## config.mk

```make
export PLATFORM = sky130hd
export DESIGN_NAME = fcm_monitor
export DESIGN_NICKNAME = d
export VERILOG_FILES = /design/src/rtl/fcm_pkg.sv /design/src/rtl/fcm_classify.sv /design/src/rtl/fcm_recovery.sv /design/src/rtl/fcm_regs.sv /design/src/rtl/fcm_monitor.sv
export SDC_FILE = /design/constraint.sdc
export NUM_CORES = 1
export LEC_CHECK = 0
export ABC_AREA = 1
export ABC_CLOCK_PERIOD_IN_PS = 1150
export CORE_ASPECT_RATIO = 0.6
export CORE_MARGIN = 4
export CORE_UTILIZATION = 42
export DETAILED_ROUTE_END_ITERATION = 6
export GPL_TIMING_DRIVEN = 0
export PLACE_DENSITY = 0.86
export SLEW_MARGIN = 30
export SYNTH_ARGS = -nofsm -noshare
export SYNTH_HDL_FRONTEND = slang
export SYNTH_SLANG_ARGS = --single-unit
```

## constraint.sdc

```tcl
create_clock -name clk -period 1.15 [get_ports clk]
set_input_delay 0.23 -clock clk [delete_from_list [all_inputs] [get_ports clk]]
set_output_delay 0.23 -clock clk [all_outputs]
set_load 0.05 [all_outputs]
```

## src/rtl/fcm_pkg.sv

```systemverilog
package fcm_pkg;

    typedef enum logic [1:0] {
        FC_ACTIVE  = 2'b00,
        FC_WARN    = 2'b01,
        FC_PASSIVE = 2'b10,
        FC_BUSOFF  = 2'b11
    } fc_state_t;

    localparam int TR_NUM    = 10;
    localparam int TR_A2W    = 0;
    localparam int TR_W2A    = 1;
    localparam int TR_W2P    = 2;
    localparam int TR_P2W    = 3;
    localparam int TR_P2B    = 4;
    localparam int TR_B2A    = 5;
    localparam int TR_A2P    = 6;
    localparam int TR_P2A    = 7;
    localparam int TR_A2B    = 8;
    localparam int TR_W2B    = 9;

    localparam int ERR_KINDS = 6;

    localparam logic [2:0] RA_CTRL  = 3'd0;
    localparam logic [2:0] RA_TIEN  = 3'd1;
    localparam logic [2:0] RA_TSTAT = 3'd2;
    localparam logic [2:0] RA_ESTAT = 3'd3;
    localparam logic [2:0] RA_STATE = 3'd4;

endpackage

```

## src/rtl/fcm_classify.sv

```systemverilog
module fcm_classify
    import fcm_pkg::*;
#(
    parameter int CNT_W      = 9,
    parameter int WARN_LIMIT = 96,
    parameter int PASS_LIMIT = 128,
    parameter int BOFF_LIMIT = 255
) (
    input  logic [CNT_W-1:0] tec,
    input  logic [CNT_W-1:0] rec,
    output fc_state_t        level
);

    localparam logic [CNT_W-1:0] WARN_V = CNT_W'(WARN_LIMIT);
    localparam logic [CNT_W-1:0] PASS_V = CNT_W'(PASS_LIMIT);
    localparam logic [CNT_W-1:0] BOFF_V = CNT_W'(BOFF_LIMIT);

    always_comb begin
        if (tec > BOFF_V)
            level = FC_BUSOFF;
        else if (tec >= PASS_V || rec >= PASS_V)
            level = FC_PASSIVE;
        else if (tec > WARN_V || rec > WARN_V)
            level = FC_WARN;
        else
            level = FC_ACTIVE;
    end

endmodule

```

## src/rtl/fcm_recovery.sv

```systemverilog
module fcm_recovery #(
    parameter int RECOV_SEQ = 128
) (
    input  logic clk,
    input  logic rst_n,
    input  logic counting,
    input  logic idle_pulse,
    output logic done
);

    localparam int CW = $clog2(RECOV_SEQ + 1);
    localparam logic [CW-1:0] LAST = CW'(RECOV_SEQ - 1);

    logic [CW-1:0] seen;

    assign done = counting && idle_pulse && (seen == LAST);

    always_ff @(posedge clk) begin
        if (!rst_n || !counting)
            seen <= '0;
        else if (idle_pulse)
            seen <= (seen == LAST) ? '0 : seen + 1'b1;
    end

    a_r9_count_bound: assert property (@(posedge clk) disable iff (!rst_n)
        seen <= LAST);

    a_r10_idle_when_off: assert property (@(posedge clk) disable iff (!rst_n)
        !counting |=> seen == '0);

endmodule

```

## src/rtl/fcm_regs.sv

```systemverilog
module fcm_regs
    import fcm_pkg::*;
#(
    parameter int REG_W = 16
) (
    input  logic              clk,
    input  logic              rst_n,
    input  logic              reg_wr,
    input  logic [2:0]        reg_addr,
    input  logic [REG_W-1:0]  reg_wdata,
    output logic [REG_W-1:0]  reg_rdata,
    input  logic [TR_NUM-1:0] tr_pulse,
    input  logic              berr_valid,
    input  logic [2:0]        berr_kind,
    input  fc_state_t         state,
    output logic              auto_recov,
    output logic              restart_req,
    output logic              irq
);

    logic                 adaptive;
    logic                 berr_ie;
    logic [TR_NUM-1:0]    tien;
    logic [TR_NUM-1:0]    tstat;
    logic [ERR_KINDS-1:0] estat;
    logic [ERR_KINDS-1:0] err_set;
    logic [TR_NUM-1:0]    tclr;
    logic [ERR_KINDS-1:0] eclr;
    logic                 berr_en;
    logic                 unused_wdata;

    assign unused_wdata = ^reg_wdata[REG_W-1:TR_NUM];

    for (genvar k = 0; k < ERR_KINDS; k++) begin : g_err
        assign err_set[k] = berr_valid && (berr_kind == 3'(k));
    end

    assign tclr        = (reg_wr && reg_addr == RA_TSTAT) ? reg_wdata[TR_NUM-1:0]    : '0;
    assign eclr        = (reg_wr && reg_addr == RA_ESTAT) ? reg_wdata[ERR_KINDS-1:0] : '0;
    assign restart_req = reg_wr && (reg_addr == RA_CTRL) && reg_wdata[3];

    always_ff @(posedge clk) begin
        if (!rst_n) begin
            auto_recov <= 1'b1;
            adaptive   <= 1'b0;
            berr_ie    <= 1'b0;
            tien       <= '0;
            tstat      <= '0;
            estat      <= '0;
        end else begin
            if (reg_wr && reg_addr == RA_CTRL) begin
                auto_recov <= reg_wdata[0];
                adaptive   <= reg_wdata[1];
                berr_ie    <= reg_wdata[2];
            end
            if (reg_wr && reg_addr == RA_TIEN)
                tien <= reg_wdata[TR_NUM-1:0];
            tstat <= (tstat & ~tclr) | tr_pulse;
            estat <= (estat & ~eclr) | err_set;
        end
    end

    assign berr_en = berr_ie || (adaptive && state != FC_ACTIVE);
    assign irq     = (|(tstat & tien)) || (berr_en && (|estat));

    always_comb begin
        reg_rdata = '0;
        case (reg_addr)
            RA_CTRL:  reg_rdata[2:0]           = {berr_ie, adaptive, auto_recov};
            RA_TIEN:  reg_rdata[TR_NUM-1:0]    = tien;
            RA_TSTAT: reg_rdata[TR_NUM-1:0]    = tstat;
            RA_ESTAT: reg_rdata[ERR_KINDS-1:0] = estat;
            RA_STATE: reg_rdata[1:0]           = state;
            default:  reg_rdata                = '0;
        endcase
    end

    a_r4_tstat_sticky: assert property (@(posedge clk) disable iff (!rst_n)
        !(reg_wr && reg_addr == RA_TSTAT) |=> ((tstat & $past(tstat)) == $past(tstat)));

    a_r4_estat_sticky: assert property (@(posedge clk) disable iff (!rst_n)
        !(reg_wr && reg_addr == RA_ESTAT) |=> ((estat & $past(estat)) == $past(estat)));

    a_r7_adaptive_quiet: assert property (@(posedge clk) disable iff (!rst_n)
        (state == FC_ACTIVE && !berr_ie && ((tstat & tien) == '0)) |-> !irq);

endmodule

```

## src/rtl/fcm_monitor.sv

```systemverilog
module fcm_monitor
    import fcm_pkg::*;
#(
    parameter int CNT_W      = 9,
    parameter int WARN_LIMIT = 96,
    parameter int PASS_LIMIT = 128,
    parameter int BOFF_LIMIT = 255,
    parameter int RECOV_SEQ  = 128,
    parameter int REG_W      = 16
) (
    input  logic             clk,
    input  logic             rst_n,
    input  logic [CNT_W-1:0] tx_err_cnt,
    input  logic [CNT_W-1:0] rx_err_cnt,
    input  logic             berr_valid,
    input  logic [2:0]       berr_kind,
    input  logic             idle_seq,
    input  logic             reg_wr,
    input  logic [2:0]       reg_addr,
    input  logic [REG_W-1:0] reg_wdata,
    output logic [REG_W-1:0] reg_rdata,
    output logic [1:0]       fc_state,
    output logic             cnt_clr,
    output logic             irq
);

    fc_state_t         cur, nxt, level;
    logic [TR_NUM-1:0] tr_pulse;
    logic              auto_recov, restart_req, restart_armed;
    logic              counting, recov_done;

    fcm_classify #(
        .CNT_W(CNT_W), .WARN_LIMIT(WARN_LIMIT),
        .PASS_LIMIT(PASS_LIMIT), .BOFF_LIMIT(BOFF_LIMIT)
    ) u_classify (
        .tec(tx_err_cnt), .rec(rx_err_cnt), .level(level)
    );

    assign counting = (cur == FC_BUSOFF) && (auto_recov || restart_armed);

    fcm_recovery #(.RECOV_SEQ(RECOV_SEQ)) u_recovery (
        .clk(clk), .rst_n(rst_n), .counting(counting),
        .idle_pulse(idle_seq), .done(recov_done)
    );

    fcm_regs #(.REG_W(REG_W)) u_regs (
        .clk(clk), .rst_n(rst_n), .reg_wr(reg_wr), .reg_addr(reg_addr),
        .reg_wdata(reg_wdata), .reg_rdata(reg_rdata), .tr_pulse(tr_pulse),
        .berr_valid(berr_valid), .berr_kind(berr_kind), .state(cur),
        .auto_recov(auto_recov), .restart_req(restart_req), .irq(irq)
    );

    always_comb begin
        unique case (cur)
            FC_ACTIVE, FC_WARN, FC_PASSIVE: nxt = cnt_clr ? cur : level;
            FC_BUSOFF:                      nxt = recov_done ? FC_ACTIVE : FC_BUSOFF;
        endcase
    end

    always_ff @(posedge clk) begin
        if (!rst_n) begin
            cur           <= FC_ACTIVE;
            cnt_clr       <= 1'b0;
            restart_armed <= 1'b0;
        end else begin
            cur           <= nxt;
            cnt_clr       <= (cur == FC_BUSOFF) && (nxt == FC_ACTIVE);
            restart_armed <= (nxt == FC_BUSOFF) &&
                             (restart_armed || (cur == FC_BUSOFF && restart_req));
        end
    end

    always_comb begin
        tr_pulse = '0;
        case ({cur, nxt})
            {FC_ACTIVE,  FC_WARN}:    tr_pulse[TR_A2W] = 1'b1;
            {FC_WARN,    FC_ACTIVE}:  tr_pulse[TR_W2A] = 1'b1;
            {FC_WARN,    FC_PASSIVE}: tr_pulse[TR_W2P] = 1'b1;
            {FC_PASSIVE, FC_WARN}:    tr_pulse[TR_P2W] = 1'b1;
            {FC_PASSIVE, FC_BUSOFF}:  tr_pulse[TR_P2B] = 1'b1;
            {FC_BUSOFF,  FC_ACTIVE}:  tr_pulse[TR_B2A] = 1'b1;
            {FC_ACTIVE,  FC_PASSIVE}: tr_pulse[TR_A2P] = 1'b1;
            {FC_PASSIVE, FC_ACTIVE}:  tr_pulse[TR_P2A] = 1'b1;
            {FC_ACTIVE,  FC_BUSOFF}:  tr_pulse[TR_A2B] = 1'b1;
            {FC_WARN,    FC_BUSOFF}:  tr_pulse[TR_W2B] = 1'b1;
            default:                  tr_pulse = '0;
        endcase
    end

    assign fc_state = cur;

    a_r8_boff_hold: assert property (@(posedge clk) disable iff (!rst_n)
        (cur == FC_BUSOFF && !recov_done) |=> cur == FC_BUSOFF);

    a_r8_boff_exit: assert property (@(posedge clk) disable iff (!rst_n)
        (cur == FC_BUSOFF && recov_done) |=> cur == FC_ACTIVE);

    a_r9_clr_after_exit: assert property (@(posedge clk) disable iff (!rst_n)
        cnt_clr |-> (cur == FC_ACTIVE && $past(cur) == FC_BUSOFF));

    a_r9_clr_freeze: assert property (@(posedge clk) disable iff (!rst_n)
        cnt_clr |=> (cur == FC_ACTIVE && !cnt_clr));

    a_r3_one_flag: assert property (@(posedge clk) disable iff (!rst_n)
        $onehot0(tr_pulse));

endmodule

```

Word-level counts from Yosys, hierarchy flattened
Index checks and enable logic that the tools add are counted.

storage, ports and cells
  register bits = 41
  latch bits = 0
  bits in writable memories = 0
  ROM bits = 0
  input port bits = 45
  output and inout bits = 20
  memories kept = 0

operators by class
  add/subtract/negate cells = 1
  multipliers = 0
  divide/modulo/power cells = 0
  $lt $le $gt $ge = 5
  eq/ne operators = 24
  shifts and indexed selects = 0
  muxes and demuxes = 23
  bitwise gates (word level) = 7
  reductions and logical operators = 36

operators by type and width
  operator                                                               count
  10-bit bitwise AND                                                     2
  1-bit logical AND                                                      19
  9-bit by 8-bit >= comparator with 1-bit output, second input constant  2
  9-bit by 7-bit > comparator with 1-bit output, second input constant   2
  4-bit == test, second input constant                                   4
  3-bit by 2-bit == test with 1-bit output, second input constant        4
  4-bit by 3-bit == test with 1-bit output, second input constant        3
  1-bit two-way mux                                                      11
  10-bit two-way mux                                                     1
  10-bit NOT                                                             1
  10-bit bitwise OR                                                      1
  2-bit one-hot mux with 5 select lines                                  1
  10-bit OR reduction                                                    1
  3-bit == test, second input constant                                   3
  9-bit by 8-bit > comparator with 1-bit output, second input constant   1
  3-bit one-hot mux with 3 select lines                                  1
  8-bit by 1-bit adder with 8-bit output, second input constant          1
  4-bit by 2-bit == test with 1-bit output, second input constant        2
  8-bit by 7-bit == test with 1-bit output, second input constant        1
  2-bit two-way mux                                                      4
  8-bit two-way mux                                                      1
  4-bit one-hot mux with 2 select lines                                  1
  1-bit logical OR                                                       7
  6-bit bitwise AND                                                      1
  other kinds (15)                                                       21

Longest topological paths before layout
Gate-level depths: netlist (run 1).

  depth in word-level cells = 10
  mapped depth = 9
  mapped depth without buffers = 9

By module
A second synthesis (run 1) with hierarchy kept.

unflattened totals
  cell total of the unflattened synthesis = 370
  area total of the unflattened synthesis = 2382.3 µm²

by module, submodules not included
  module        instances  cells each  area an instance (µm²)  seq. area each (µm²)
  fcm_regs      1          231         1572.8                  580.6
  fcm_recovery  1          62          411.6                   160.2
  fcm_monitor   1          56          310.3                   80.1
  fcm_classify  1          21          87.6                    0.0

Worst setup path before layout (run 1)
OpenSTA, ideal clock, no wires.

  path type = input to output
  from = input reg_addr[0]
  to = output reg_rdata[1]
  arrival time = 1.601 ns
  required time = 0.920 ns
  slack = -0.681 ns
  stages = 3
  buffers on the path = 0
  path through = nor2_1 nand2_1 o21ai_0

between the ends
  word-level cells in the longest chain between the ends = 2
  elaborated cells on any way between the ends = 6
  those cells by class = eq/ne: 4; mux: 1; reduce/logical: 1

ends and longest elaborated chain
  element                                  RTL line           text
  start: declaration                       fcm_monitor.sv:19  input logic [2:0] reg_addr,
  3-bit == test (tied with other cells)    fcm_regs.sv:68     case (reg_addr)
  2-bit one-hot mux with 5 select lines *  fcm_regs.sv:68
  end: declaration                         fcm_monitor.sv:21  output logic [REG_W-1:0] reg_rdata,

Mark *: on every way between the ends. The rest lies on a longest branch, timed or not.

Final worst setup path (run 1)
  from = register u_regs.estat[2]
  to = output irq

between the ends
  word-level cells in the longest chain between the ends = 3

ends and longest elaborated chain
  element                   RTL line           text
  start: declaration        fcm_regs.sv:25     logic [ERR_KINDS-1:0] estat;
  start signal: assignment  fcm_regs.sv:59     estat <= (estat & ~eclr) | err_set;
  6-bit OR reduction        fcm_regs.sv:64     assign irq = (|(tstat & tien)) || (berr_en && (|estat));
  1-bit logical AND         fcm_regs.sv:64
  1-bit logical OR          fcm_regs.sv:64
  end: declaration          fcm_monitor.sv:24  output logic irq

No other way between the ends.

==> impl_metrics.ini, run 1 <==
[run_status]
status = finished, violations left
violations = setup timing

[synthesis]
ys_ff_latch = 41
async_flop_share = 0
syn_avg_cell_area_um2 = 7.31
yosysTopAreaCellShare = 0.378
yosysTopAreaCell = dfxtp_1
seq_area_frac_synth = 0.378
ys_warn_count = 0
synth.cell_area_um2 = 2170
synth_edf_count = 0
synthCells = 297
synth_ff_type = dfxtp_1
synth.distinct_cells = 43
synthTopCellsByCount = nand2_1 (44), dfxtp_1 (41), inv_1 (38)
synth_area_leaders = dfxtp_1 (38%), nand2_1 (7.6%), a21oi_1 (6.9%)
synth_most_common_cell = nand2_1

[run]
max_cap_viol_count = 0

[timing]
setup_viol = 31
hold_slack_ps = 434
slew_viol_final = 0
worst_slack_ps = -540
final_hold_viol_count = 0
min_period_ps = 1690
fin_worst_skew_ps = 13.3
fin_crit_sh = 1.47
rsz0062_at_grt = yes
max_freq_ghz = 0.592

[finish]
layout.cells.non_filler = 444
fill_cells = 319
drive_gt1_frac = 0.423
multiInputGateArea_um2 = 1460
areaGrowthSynthToFinish_pct = 62.8
nets = 426
diodes = 0
register_area_um2 = 853

[routing]
routedWlPerCell_um = 17.8
dr.pass1.iters = 5
vias_per_cell = 5.62
totalWireLength_um = 7910
initialDrtViolationCount = 328
vias = 2497
ant_nets = 0
drc_errors = 0

[cts]
clock_path_buffers = 2
clock-sinks = 41
cts_buffers = 5
insertion_delay_ps = 310
cts.htree.levels = 2
cts_tree = built
clkTransAtPathRegs_ps = 100
cts_root_buf = clkbuf_8

[placement]
io_buffers = 52
dp_hpwl_um = 4890
place.gp.congestion = 0.931
placedCellCount = 417
dp_slack_ps = -1640

[die]
die_h_um = 63.7
dieArea_um2 = 6420
rows = 19
fp.dieW_um = 101
initial_core_util = 0.454
io_pins = 65
coreArea_um2 = 4780

[power_and_ir_drop]
max-vdd-ir-drop_mv = 0.563
intPower_mw = 2.41
p_leak_nw = 1.43
p_sw_frac = 0.299
power_frac_clock = 0.356
combPwrFrac = 0.208
power_mw = 3.44
p_sw_mw = 1.03
pwr_density_cell_nw_per_um2 = 975
seqPwrFrac = 0.436

[setup_path]
cp-end-kind = output port
crit_fanout = 3
cp.arrival_ps = 1460
rrSetupSlack_ps = -350
rr_startpoint = u_recovery.seen[1]
rr_worst_depth = 9
startpoint_type = flop
required_ps = 920
r2r_end = u_regs.tstat[7]
critPathKind = reg2out
critPathLaunch = u_regs.estat[2]
crit_path_end = irq

[grt]
grt_start_max_net_pins = 15
grt_pass1_wl_um = 11100
grtUsageTotal = 0.220
grt_pass1_vias = 2247
antenna_found_initial = 0
grt-ovfl-total = 0

[hold_path]
min-delay-path-class = in2reg
## through the flow
step                area (um2)   util  TNS (ps)
global placement          2930  0.612    -42140
CTS                       3320  0.695     -4480
finish                    3530  0.739     -6770
floorplan                 2330      -     -2820
detailed placement        2930  0.612    -43040
global route              3530  0.739     -8600
## flip-flops by register name, indices dropped and copies added (netlist names), 2 cells and up
name	count
u_regs.tstat	10
u_regs.estat	6
u_regs.tien	10
u_recovery.seen	8
fc_state	2
## worst max-delay path, stage by stage (launching register included)
cell and delay (ps):
dfxtp_2 350, nor2_4 110, nand3_2 90, o31ai_2 250, nand4_1 160, buf_6 190
## kinds of logic after synthesis
kind of cell,synth area share
and+or+nand+nor,0.286
buffers and inverters,0.111
xor gates and xnor gates,0.00807
adders and majority gates,0.00576
AOI/OAI and AO/OA,0.209
DFF,0.378
other,0.00173
## placed cells by master (no fill, tap or decap), drive strengths merged
cell type	instances
a21oi	33
a221oi	3
a22oi	2
and3	1
buf	44
bufinv	1
clkbuf	6
clkdlybuf4s15	1
clkdlybuf4s50	32
clkinv	2
clkinvlp	1
conb	6
dfxtp	41
dlygate4sd2	2
ha	1
inv	44
nand2	49
nand3	18
nand3b	2
nand4	6
nor2	36
nor3	3
nor3b	1
nor4	2
o2111ai	1
o211ai	4
o21ai	31
o22ai	5
o31ai	1
xnor2	1
xor2	1
## worst min path at each step
| stage | cells past startpoint | startpoint | endpoint |
|---|---|---|---|
| after detailed placement | 2 | u_regs.tstat[7] | u_regs.tstat[7] |
| after floorplan | 2 | reg_wdata[0] | u_regs.auto_recov |
| after CTS | 3 | idle_seq | u_recovery.seen[1] |
| final | 5 | reg_addr[1] | u_regs.auto_recov |
| after global placement | 2 | u_regs.tstat[7] | u_regs.tstat[7] |
| after global routing | 6 | reg_addr[1] | u_regs.auto_recov |
## power by group through the flow
stage | clock (mW) | sequential, mW | combinational [mW]
detailed placement | 0 | 1.52 | 0.575
global placement | 0 | 1.52 | 0.564
global route | 1.28 | 1.50 | 0.754
finish | 1.23 | 1.50 | 0.716
floorplan | 0 | 1.53 | 0.317
CTS | 1.21 | 1.50 | 0.639
## routing by layer
layer	vias up	part of all wire	global-route usage	routed length, um
met3	31	0.088	0.0507	695
met2	149	0.47	0.340	3740
li1	1150	-	-	-
met1	1167	0.41	0.295	3230
met4	0	0.030	0.0874	236
met5	-	0	0	0
## layout make-up
cell class / count / area share
timing repair buffer: 71 / 0.211
tap: 63 / 0.0223
inverter: 45 / 0.0598
clock buffer: 5 / 0.0195
sequential: 41 / 0.242
buffer: 9 / 0.0198
clock inverter: 3 / 0.0131
multi-input combinational: 207 / 0.413
## what timing repair did
| item | in CTS | in global routing |
|---|---|---|
| hold buffers | 0 | 0 |
| buffers inserted | 11 | 9 |
| gates resized for setup | 180 | 42 |
| endpoints found under the setup margin | 51 | 34 |
| pin swaps | 16 | 17 |
(Power assumes the default switching activity.)
==> inputs of run 2 (changes only) <==
--- a/config.mk
+++ b/config.mk
@@ -13,7 +13,7 @@
 export DETAILED_ROUTE_END_ITERATION = 6
 export GPL_TIMING_DRIVEN = 0
 export PLACE_DENSITY = 0.86
-export SLEW_MARGIN = 30
+export SLEW_MARGIN = 20
 export SYNTH_ARGS = -nofsm -noshare
 export SYNTH_HDL_FRONTEND = slang
 export SYNTH_SLANG_ARGS = --single-unit
==> results of run 2 <==
The final DEF is identical to that of run 1; final timing and power are the same.
